==> config.mk <==
export PLATFORM = sky130hd
export DESIGN_NAME = ccm_dec_seq
export DESIGN_NICKNAME = d
export VERILOG_FILES = /design/src/rtl/ccm_pkg.sv /design/src/rtl/ccm_ctx.sv /design/src/rtl/ccm_ctl.sv /design/src/rtl/ccm_dec_seq.sv
export SDC_FILE = /design/constraint.sdc
export NUM_CORES = 2
export LEC_CHECK = 0
export BUFFER_PORTS_ARGS = -buffer_cell sky130_fd_sc_hd__buf_2
export CAP_MARGIN = 20
export CORE_AREA = 2 2 362 364
export DETAILED_ROUTE_END_ITERATION = 8
export DIE_AREA = 0 0 364 366
export PLACE_DENSITY = 0.51
export SETUP_SLACK_MARGIN = 0.4
export SLEW_MARGIN = 5
export SYNTH_ARGS = -nofsm -noshare
export SYNTH_HDL_FRONTEND = slang
export SYNTH_SLANG_ARGS = --single-unit
export TNS_END_PERCENT = 5
==> constraint.sdc <==
create_clock -name clk -period 4.2 [get_ports clk]
set_input_delay 0 -clock clk [delete_from_list [all_inputs] [get_ports clk]]
set_output_delay 0 -clock clk [all_outputs]
set_load 0.02 [all_outputs]
==> src/rtl/ccm_pkg.sv <==
`timescale 1ns/1ps
package ccm_pkg;
  localparam int BW      = 128;
  localparam int NBYTES  = BW / 8;
  localparam int EXP_W   = 8;
  localparam int CNT_W   = 5;

  localparam logic [1:0] OP_IV  = 2'd0;
  localparam logic [1:0] OP_CTR = 2'd1;
  localparam logic [1:0] OP_MAC = 2'd2;

  localparam logic [1:0] SEL_IV  = 2'd0;
  localparam logic [1:0] SEL_MIC = 2'd1;
  localparam logic [1:0] SEL_CTR = 2'd2;
  localparam logic [1:0] SEL_EXP = 2'd3;

  // add one modulo 2^e, leaving bits at or above e as they were
  function automatic logic [BW-1:0] ctr_next(input logic [BW-1:0] c,
                                             input logic [EXP_W-1:0] e);
    logic [BW-1:0] low_mask;
    logic [BW-1:0] sum;
    if (e >= EXP_W'(BW)) low_mask = '1;
    else                 low_mask = (BW'(1) << e) - BW'(1);
    sum = c + BW'(1);
    return (c & ~low_mask) | (sum & low_mask);
  endfunction

  // 0 or out-of-range counts mean a full block
  function automatic logic [CNT_W-1:0] bytes_norm(input logic [CNT_W-1:0] n);
    if (n == '0 || n > CNT_W'(NBYTES)) return CNT_W'(NBYTES);
    return n;
  endfunction

  // keep the leading n bytes (byte 0 at the top), zero the rest
  function automatic logic [BW-1:0] byte_keep(input logic [CNT_W-1:0] n);
    logic [BW-1:0] ones;
    ones = '1;
    return ones << (8 * (NBYTES - int'(bytes_norm(n))));
  endfunction
endpackage

==> src/rtl/ccm_ctx.sv <==
`timescale 1ns/1ps
module ccm_ctx
  import ccm_pkg::*;
#(
  parameter int MIC_W = 64
) (
  input  logic             clk,
  input  logic             rst,
  input  logic             ld_en,
  input  logic [1:0]       ld_sel,
  input  logic [BW-1:0]    ld_data,
  input  logic             mac_we,
  input  logic [BW-1:0]    mac_wd,
  input  logic             mic_we,
  input  logic [BW-1:0]    mic_wd,
  input  logic             ctr_step,
  output logic [BW-1:0]    iv_q,
  output logic [BW-1:0]    mic_q,
  output logic [BW-1:0]    ctr_q,
  output logic [EXP_W-1:0] exp_q,
  output logic [BW-1:0]    mac_q
);
  localparam int PAD_W = BW - MIC_W;

  always_ff @(posedge clk) begin
    if (rst) begin
      iv_q  <= '0;
      mic_q <= '0;
      ctr_q <= '0;
      mac_q <= '0;
      exp_q <= EXP_W'(BW);
    end else begin
      if (ld_en) begin
        case (ld_sel)
          SEL_IV:  iv_q  <= ld_data;
          SEL_MIC: mic_q <= {ld_data[BW-1 -: MIC_W], {PAD_W{1'b0}}};
          SEL_CTR: ctr_q <= ld_data;
          default: exp_q <= ld_data[EXP_W-1:0];
        endcase
      end
      if (mic_we)   mic_q <= mic_wd;
      if (ctr_step) ctr_q <= ctr_next(ctr_q, exp_q);
      if (mac_we)   mac_q <= mac_wd;
    end
  end
endmodule

==> src/rtl/ccm_ctl.sv <==
`timescale 1ns/1ps
module ccm_ctl
  import ccm_pkg::*;
#(
  parameter int MIC_W = 64
) (
  input  logic             clk,
  input  logic             rst,
  input  logic             start,
  input  logic [BW-1:0]    hdr,
  input  logic             in_valid,
  input  logic [BW-1:0]    in_data,
  input  logic             in_last,
  input  logic [CNT_W-1:0] in_bytes,
  output logic             in_ready,
  output logic             out_valid,
  output logic [BW-1:0]    out_data,
  output logic [CNT_W-1:0] out_bytes,
  output logic             out_last,
  output logic             cq_valid,
  input  logic             cq_ready,
  output logic [BW-1:0]    cq_data,
  output logic [1:0]       cq_tag,
  input  logic             cr_valid,
  input  logic [BW-1:0]    cr_data,
  input  logic [1:0]       cr_tag,
  input  logic [BW-1:0]    iv,
  input  logic [BW-1:0]    ctr,
  input  logic [BW-1:0]    mic,
  input  logic [BW-1:0]    mac,
  output logic             mac_we,
  output logic [BW-1:0]    mac_wd,
  output logic             mic_we,
  output logic [BW-1:0]    mic_wd,
  output logic             ctr_step,
  output logic             busy,
  output logic             done,
  output logic             auth_ok
);
  typedef enum logic [3:0] {
    S_IDLE, S_IV_Q, S_IV_W, S_C0_Q, S_C0_W, S_HD_Q, S_HD_W,
    S_BLK, S_KS_Q, S_KS_W, S_MC_Q, S_MC_W, S_FIN
  } st_t;

  st_t              st;
  logic [BW-1:0]    hdr_q, cblk_q, pt_q;
  logic [CNT_W-1:0] nb_q;
  logic             last_q, ov_q;

  logic hit_iv, hit_ctr, hit_mac;
  assign hit_iv  = cr_valid && (cr_tag == OP_IV);
  assign hit_ctr = cr_valid && (cr_tag == OP_CTR);
  assign hit_mac = cr_valid && (cr_tag == OP_MAC);

  assign busy     = (st != S_IDLE);
  assign in_ready = (st == S_BLK);
  assign done     = (st == S_FIN);
  assign auth_ok  = done && (mac[BW-1 -: MIC_W] == mic[BW-1 -: MIC_W]);
  assign ctr_step = in_ready && in_valid;

  assign mac_we = (st == S_IV_W && hit_iv) || (st == S_HD_W && hit_mac) ||
                  (st == S_MC_W && hit_mac);
  assign mac_wd = cr_data;
  assign mic_we = (st == S_C0_W) && hit_ctr;
  assign mic_wd = cr_data ^ mic;

  assign out_valid = ov_q;
  assign out_data  = pt_q;
  assign out_bytes = nb_q;
  assign out_last  = last_q;

  always_comb begin
    cq_valid = 1'b1;
    cq_data  = '0;
    cq_tag   = OP_IV;
    case (st)
      S_IV_Q: begin cq_data = iv;          cq_tag = OP_IV;  end
      S_C0_Q: begin cq_data = ctr;         cq_tag = OP_CTR; end
      S_HD_Q: begin cq_data = mac ^ hdr_q; cq_tag = OP_MAC; end
      S_KS_Q: begin cq_data = ctr;         cq_tag = OP_CTR; end
      S_MC_Q: begin cq_data = mac ^ pt_q;  cq_tag = OP_MAC; end
      default: cq_valid = 1'b0;
    endcase
  end

  always_ff @(posedge clk) begin
    if (rst) begin
      st     <= S_IDLE;
      hdr_q  <= '0;
      cblk_q <= '0;
      pt_q   <= '0;
      nb_q   <= '0;
      last_q <= 1'b0;
      ov_q   <= 1'b0;
    end else begin
      ov_q <= 1'b0;
      case (st)
        S_IDLE: if (start) begin hdr_q <= hdr; st <= S_IV_Q; end
        S_IV_Q: if (cq_ready) st <= S_IV_W;
        S_IV_W: if (hit_iv)   st <= S_C0_Q;
        S_C0_Q: if (cq_ready) st <= S_C0_W;
        S_C0_W: if (hit_ctr)  st <= S_HD_Q;
        S_HD_Q: if (cq_ready) st <= S_HD_W;
        S_HD_W: if (hit_mac)  st <= S_BLK;
        S_BLK: if (in_valid) begin
          cblk_q <= in_data;
          last_q <= in_last;
          nb_q   <= in_last ? bytes_norm(in_bytes) : CNT_W'(NBYTES);
          st     <= S_KS_Q;
        end
        S_KS_Q: if (cq_ready) st <= S_KS_W;
        S_KS_W: if (hit_ctr) begin
          pt_q <= (cr_data ^ cblk_q) & byte_keep(nb_q);
          ov_q <= 1'b1;
          st   <= S_MC_Q;
        end
        S_MC_Q: if (cq_ready) st <= S_MC_W;
        S_MC_W: if (hit_mac) st <= last_q ? S_FIN : S_BLK;
        default: st <= S_IDLE;
      endcase
    end
  end
endmodule

==> src/rtl/ccm_dec_seq.sv <==
`timescale 1ns/1ps
module ccm_dec_seq
  import ccm_pkg::*;
#(
  parameter int MIC_W = 64
) (
  input  logic             clk,
  input  logic             rst,
  input  logic             ld_valid,
  input  logic [1:0]       ld_sel,
  input  logic [BW-1:0]    ld_data,
  input  logic             start,
  input  logic [BW-1:0]    hdr_data,
  input  logic             in_valid,
  output logic             in_ready,
  input  logic [BW-1:0]    in_data,
  input  logic             in_last,
  input  logic [CNT_W-1:0] in_bytes,
  output logic             out_valid,
  output logic [BW-1:0]    out_data,
  output logic [CNT_W-1:0] out_bytes,
  output logic             out_last,
  output logic             cq_valid,
  input  logic             cq_ready,
  output logic [BW-1:0]    cq_data,
  output logic [1:0]       cq_tag,
  input  logic             cr_valid,
  input  logic [BW-1:0]    cr_data,
  input  logic [1:0]       cr_tag,
  output logic             busy,
  output logic             done,
  output logic             auth_ok,
  output logic [BW-1:0]    tag_out
);
  // named internal events, observed by the bound checker
  logic             ev_ld_take;
  logic             ev_ctr_step;
  logic             ev_mic_recover;
  logic             ev_mac_update;
  logic [BW-1:0]    ctx_iv, ctx_mic, ctx_ctr, ctx_mac;
  logic [EXP_W-1:0] ctx_exp;
  logic [BW-1:0]    mac_wd, mic_wd;

  assign ev_ld_take = ld_valid && !busy;
  assign tag_out    = ctx_mac;

  ccm_ctx #(.MIC_W(MIC_W)) u_ctx (
    .clk(clk), .rst(rst),
    .ld_en(ev_ld_take), .ld_sel(ld_sel), .ld_data(ld_data),
    .mac_we(ev_mac_update), .mac_wd(mac_wd),
    .mic_we(ev_mic_recover), .mic_wd(mic_wd),
    .ctr_step(ev_ctr_step),
    .iv_q(ctx_iv), .mic_q(ctx_mic), .ctr_q(ctx_ctr), .exp_q(ctx_exp), .mac_q(ctx_mac)
  );

  ccm_ctl #(.MIC_W(MIC_W)) u_ctl (
    .clk(clk), .rst(rst), .start(start), .hdr(hdr_data),
    .in_valid(in_valid), .in_data(in_data), .in_last(in_last), .in_bytes(in_bytes),
    .in_ready(in_ready),
    .out_valid(out_valid), .out_data(out_data), .out_bytes(out_bytes), .out_last(out_last),
    .cq_valid(cq_valid), .cq_ready(cq_ready), .cq_data(cq_data), .cq_tag(cq_tag),
    .cr_valid(cr_valid), .cr_data(cr_data), .cr_tag(cr_tag),
    .iv(ctx_iv), .ctr(ctx_ctr), .mic(ctx_mic), .mac(ctx_mac),
    .mac_we(ev_mac_update), .mac_wd(mac_wd),
    .mic_we(ev_mic_recover), .mic_wd(mic_wd),
    .ctr_step(ev_ctr_step),
    .busy(busy), .done(done), .auth_ok(auth_ok)
  );
endmodule

# After elaboration in Yosys (flattened, before gate mapping)
# Cells that the tools add are included.
dict set report totals {
  register_bits 915
  latchBits 0
  ramBits 0
  romBits 0
  wordCells 141
  memories 0
}
dict set report classes {
  add_sub_neg 3
  multipliers 0
  div 0
  n_lt_le_gt_ge 3
  eq_ne 29
  shifts 2
  mux 43
  n_bitwise 11
  n_reduce_logical 38
}
# op n
set op_table {}
lappend op_table {{$mux 128} 9}
lappend op_table {{$pmux 128 s4} 1}
lappend op_table {{$xor 128x128->128} 4}
lappend op_table {{$and 128x128->128} 3}
lappend op_table {{$add 128x1->128 const B} 1}
lappend op_table {{$not 128->128} 1}
lappend op_table {{$or 128x128->128} 1}
lappend op_table {{$shl 1x8->128 const A} 1}
lappend op_table {{$shl 128x32->128 const A} 1}
lappend op_table {{$sub 128x2->128 const B} 1}
lappend op_table {{$eq 64x64->1} 1}
lappend op_table {{$mux 4} 13}
lappend op_table {{$pmux 4 s12} 1}
lappend op_table {{$mux 5} 8}
lappend op_table {{$eq 4x4->1 const B} 5}
lappend op_table {{$eq 4x3->1 const B} 4}
lappend op_table {{$ne 2x2->1 const B} 7}
lappend op_table {{$reduce_and 2->1} 7}
lappend op_table {{$reduce_and 12->1} 1}
lappend op_table {{$gt 5x5->1 const B} 2}
lappend op_table {{$logic_and 1x1->1} 10}
lappend op_table {{$logic_not 5->1} 2}
lappend op_table {{$mux 1} 10}
lappend op_table {{$ne 2x1->1 const B} 5}
lappend op_table {{other kinds (17)} 30}

# Logic depth before layout (Yosys ltp)
dict set report logic_depth {
  word_depth 13
  depth_mapped 16
  mapped_depth_nobuf 13
}

# By module
# Synthesis repeated with hierarchy kept, for this count alone.
dict set report unflattened {
  hier_cells 6303
  hier_area_um2 49740.2
}
# mod n_inst cells_per_inst area_each_um2
set modules_own_cells {}
lappend modules_own_cells {ccm_ctx 1 3674 27916.8}
lappend modules_own_cells {ccm_ctl 1 2628 21809.7}
lappend modules_own_cells {ccm_dec_seq 1 1 13.8}

# Worst setup path after synthesis
# No wires, ideal clock.
dict set report synth_timing {
  path_kind {register to register}
  from {register u_ctx.exp_q[1]}
  to {register (tool-made name)}
  setup_ns 0.112
  arrival_ns 3.382
  required_time_ns 4.088
  setup_slack_ns 0.706
  path_stages_with_launch 16
  n_path_buf 5
  period_less_slack_ns 3.494
  cell_sequence {dfxtp_1 buf_2 clkbuf_1 nor2_1 clkbuf_1 clkbuf_1 nand3_1 ha_1 o41ai_2 or3_1 buf_4 nor3_1 nand3_1 o311ai_1 mux2_2 a2111oi_1}
}
# element line
set synth_lines {}
lappend synth_lines {{start: declaration} ccm_ctx.sv:20} ;# output logic [EXP_W-1:0] exp_q,
lappend synth_lines {{start signal: assignment} ccm_ctx.sv:31} ;# exp_q <= EXP_W'(BW);
lappend synth_lines {{start signal: assignment} ccm_ctx.sv:38} ;# default: exp_q <= ld_data[EXP_W-1:0];

# Final worst setup path
dict set report layout_timing {
  from {register u_ctx.mac_q[65]}
  to {output port auth_ok}
}
dict set report layout_between {
  elab_chain_cells 2
}
# element line
set layout_lines {}
lappend layout_lines {{start: declaration} ccm_ctx.sv:21} ;# output logic [BW-1:0] mac_q
lappend layout_lines {{start signal: assignment} ccm_ctx.sv:43} ;# if (mac_we) mac_q <= mac_wd;
lappend layout_lines {{$eq 64x64->1} ccm_ctl.sv:58} ;# assign auth_ok = done && (mac[BW-1 -: MIC_W] == mic[BW-1 -: MIC_W]);
lappend layout_lines {{$logic_and 1x1->1} ccm_ctl.sv:58}
lappend layout_lines {{end: declaration} ccm_dec_seq.sv:32} ;# output logic auth_ok,
# Every way passes these cells.

==> results.md <==
* Final period utilization at a little over nine tenths
* Slowest-stage cell, CP: xnor2_1
* Slew @ Worst Pin at 1.11 ns
* DIE AREA at between 100,000 and 150,000 um^2
* Clock sinks at between 800 and 900
* Worst-Skew Late Latency at just over 0.7 ns
* Worst path max stage delay at approximately 0.78 ns
* Routed met1 length at roughly 110,000 um
* Req. time, crit path at roughly 4.2 ns
* RSZ-0062 raised after global routing: yes
* Mapped Nets at around 6,400
* Post-Layout Inst Area at ~60,000 um^2
* Top Metal Used: met5
* Die Width at between 300 and 400 um
* Mapped cell area at around 44,000 um^2
* WL/cell at between 20 and 30 um
* Final TNS setup at 0 ns
* Post-route core utilization at 47.3%
* Fraction of layout cells with a size suffix above 1 at 18.1%
* Largest net degree at the start of global routing at 146
* Area post-placement at 50,900 um^2
* First-pass GRT wire length at 351,000 um
* Worst-path clk slew at around 0.06 ns
* Mean Syn Cell Area at ~7.5 um^2
* Initial Util at roughly a third
* Via count at around 52,000
* CTS H-tree lvls at 3
* Final hold violation count at 0
* Clock Skews at between 0.03 and 0.04 ns
* CTS tree: done
* Root Driver: clkbuf_16
* CP max FO at 4
* # nets final at ~7,800
* GPL Wtd Cong at 0.999
* DP HPWL at roughly 180,000 um
* Yosys reg bits at between 800 and 900
* Post-synth top flop: dfxtp_1
* Count of cell types in the netlist at 107
* Routed vias/inst at between 5 and 6
* Post-synth ARST share at 0%
* Remaining DRCs at 0
* Vias in the first global route at approximately 49,000
* Synth Instances at roughly 5,900
* IO Port Bufs at 926
* Synthesis-to-layout area growth at 38.4%
* Post-CTS setup buffers at 0
* Slew Viols, Final at 0
* Outcome: completed
* Detailed-router iteration count before antenna repair at 7
* Height of the die at approximately 370 um
* CP startpoint kind: flip-flop
* Initial antenna violation count at 34
* Warnings, synthesis at 0
* Relative slew slack at 25.1%
* Fmax at ~0.25 GHz
* Seq/Total Area, Yosys at between 30% and 40%
* Post-synth EDFFs at 0
* IO Pins at between 900 and 1,000
* Minimum clock period at slightly below 4 ns
* Num CTS Buffers at 100
* # rows at about 130
* Leakage power at 23.4 nW
* Power Density at 361 nW/um^2
* CP cell instances: xnor2_1 > nand4_1 > nor4_1 > nand4_1 > nor4_1 > buf_2
* DR iter-0 viols at 5,864
* Clock tree buffer depth at 3
* Detail Route Antenna Nets at 0
* VDD IR max at between 0.3 and 0.4 mV
* Maximum Capacitance Violations at 0
* Cell family with most CP delay: simple AND/OR/NAND/NOR gates
* Hold Path Class: in2reg
* Routed length on met3 at roughly 23,000 um
* Met2 routed WL at between 100,000 and 150,000 um
* # setup viols final at 0
* Worst setup EP type: output port
* Worst path arrival time at just under 4 ns
* GRT Total Usage at 35.7%
* Critical path class: reg2out
* Tot Pwr at about 22 mW
* WP buf/inv at 1
* Grt total ovfl at 0
* Core area at between 100,000 and 150,000 um^2
* WL final at roughly 250,000 um
-- per-stage QoR --
stage | setup WS (ns) | std cells | hold slack, ns
2_1_floorplan | 0.706 | 5860 | 0.109
3_3_place_gp | 0.424 | 8243 | 0.240
3_5_place_dp | 0.574 | 8244 | 0.245
4_1_cts | 0.362 | 9090 | 0.0291
5_1_grt | 0.313 | 9100 | 0.0849
6_report | 0.247 | 9107 | 0.0680
-- cells in the mapped netlist, types with 11 or more instances --
| master | instances | share of area (%) |
|---|---|---|
| and4_1 | 25 | 0.50 |
| a31oi_1 | 40 | 0.57 |
| o211ai_1 | 12 | 0.20 |
| nand2_1 | 1418 | 12 |
| nor2b_1 | 16 | 0.23 |
| clkbuf_1 | 331 | 2.8 |
| a22o_1 | 50 | 0.99 |
| nor3_1 | 133 | 1.5 |
| o31ai_1 | 21 | 0.36 |
| or3_1 | 24 | 0.34 |
| or4_1 | 11 | 0.19 |
| nand2b_1 | 29 | 0.41 |
| xor2_1 | 208 | 4.1 |
| a311oi_1 | 16 | 0.32 |
| nor4_1 | 47 | 0.67 |
| xnor2_1 | 119 | 2.4 |
| inv_1 | 35 | 0.30 |
| nor2_1 | 280 | 2.4 |
| a211oi_1 | 53 | 0.90 |
| buf_2 | 34 | 0.39 |
| dfxtp_1 | 851 | 39 |
| a221oi_1 | 24 | 0.48 |
| a22oi_1 | 157 | 2.7 |
| mux2i_1 | 152 | 3.5 |
| nand3_1 | 189 | 2.1 |
| o311ai_0 | 13 | 0.26 |
| a2111oi_0 | 13 | 0.26 |
| buf_1 | 65 | 0.55 |
| nand4_1 | 75 | 1.1 |
| a21oi_1 | 807 | 9.2 |
| and3_1 | 44 | 0.62 |
| and2_1 | 19 | 0.27 |
| o21ai_0 | 293 | 3.3 |
-- worst register-to-register path, cell delays in order, from the launching register on --
cell and delay, ns:
dfxtp_1 0.55, buf_4 0.43, nor4bb_2 0.34, buf_4 0.22
a32oi_1 0.14, nand3b_1 0.27, or2_1 0.36, nor3_2 0.21
o311ai_0 0.72, a22oi_1 0.20, o21ba_2 0.23
-- cell usage in the layout (no fill, tap or decap), drive strengths merged, types with 23 or more instances in the layout --
| cell type | instances |
|---|---|
| and4 | 25 |
| xor2 | 208 |
| nor3 | 136 |
| a31oi | 40 |
| clkbuf | 142 |
| nand2b | 29 |
| nor2 | 281 |
| xnor2 | 119 |
| a21oi | 808 |
| a221oi | 24 |
| and3 | 45 |
| inv | 39 |
| or3 | 24 |
| nand3 | 192 |
| nand2 | 1418 |
| nor4 | 53 |
| a22o | 50 |
| nand4 | 76 |
| buf | 1085 |
| mux2i | 152 |
| o21ai | 302 |
| dfxtp | 851 |
| dlygate4sd3 | 666 |
| clkinv | 23 |
| a22oi | 157 |
| a211oi | 54 |
-- power breakdown --
group / internal [mW] / leakage (nW) / total [mW] / switching [mW]
logic: 1.44 / 14.8 / 3.97 / 2.53
registers: 8.45 / 6.89 / 8.77 / 0.327
clock network: 5.42 / 1.68 / 9.28 / 3.86
-- routing by layer --
| metal | global-route usage (%) | up-vias |
|---|---|---|
| li1 | - | 23500 |
| met1 | 48.4 | 25500 |
| met2 | 53.6 | 2681 |
| met3 | 7.57 | 488 |
| met4 | 17.0 | 22 |
| met5 | 0 | - |
-- path summary, 6_finish.rpt --
check | slack (ns) | from | cells past startpoint | endpoint
min | 0.07 | in_data[4] | 4 | u_ctl.cblk_q[4]
max reg2reg | 0.46 | u_ctx.exp_q[4] | 10 | flip-flop
max | 0.25 | u_ctx.mac_q[65] | 6 | auth_ok
min reg2reg | 0.45 | u_ctx.iv_q[109] | 2 | u_ctx.iv_q[109]
-- final cells by class --
| type | count | area [um^2] |
|---|---|---|
| Clock buffer | 142 | 2860 |
| Antenna cell | 16 | 40.0 |
| Fill cell | 12900 | 68000 |
| Timing Repair Buffer | 1751 | 12900 |
| Clock inverter | 38 | 554 |
| Tap cell | 1742 | 2180 |
| Inverter | 37 | 139 |
| Multi-Input combinational cell | 4530 | 25300 |
| Sequential cell | 851 | 17000 |
-- cells by family (layout without fill, tap and decap cells) --
group / count (synthesis) / after routing / synth area share [%]
and+or+nand+nor: 2386 / 2386 / 24.1
AOI/OAI and AO/OA: 1652 / 1652 / 22.6
buffers and inverters: 479 / 1968 / 4.30
xor gates and xnor gates: 327 / 327 / 6.50
muxes: 159 / 159 / 3.63
adders and majority gates: 6 / 6 / 0.165
DFF: 851 / 851 / 38.6
other: 0 / 16 / 0
-- timing repair --
| action | CTS | global route |
|---|---|---|
| setup endpoints to repair | 4 | 52 |
| cloned | 0 | 0 |
| hold buffers | 666 | 0 |
| endpoints found under the hold margin | 850 | 0 |
| resized for setup | 1 | 2 |
(Power assumes the default switching activity.)
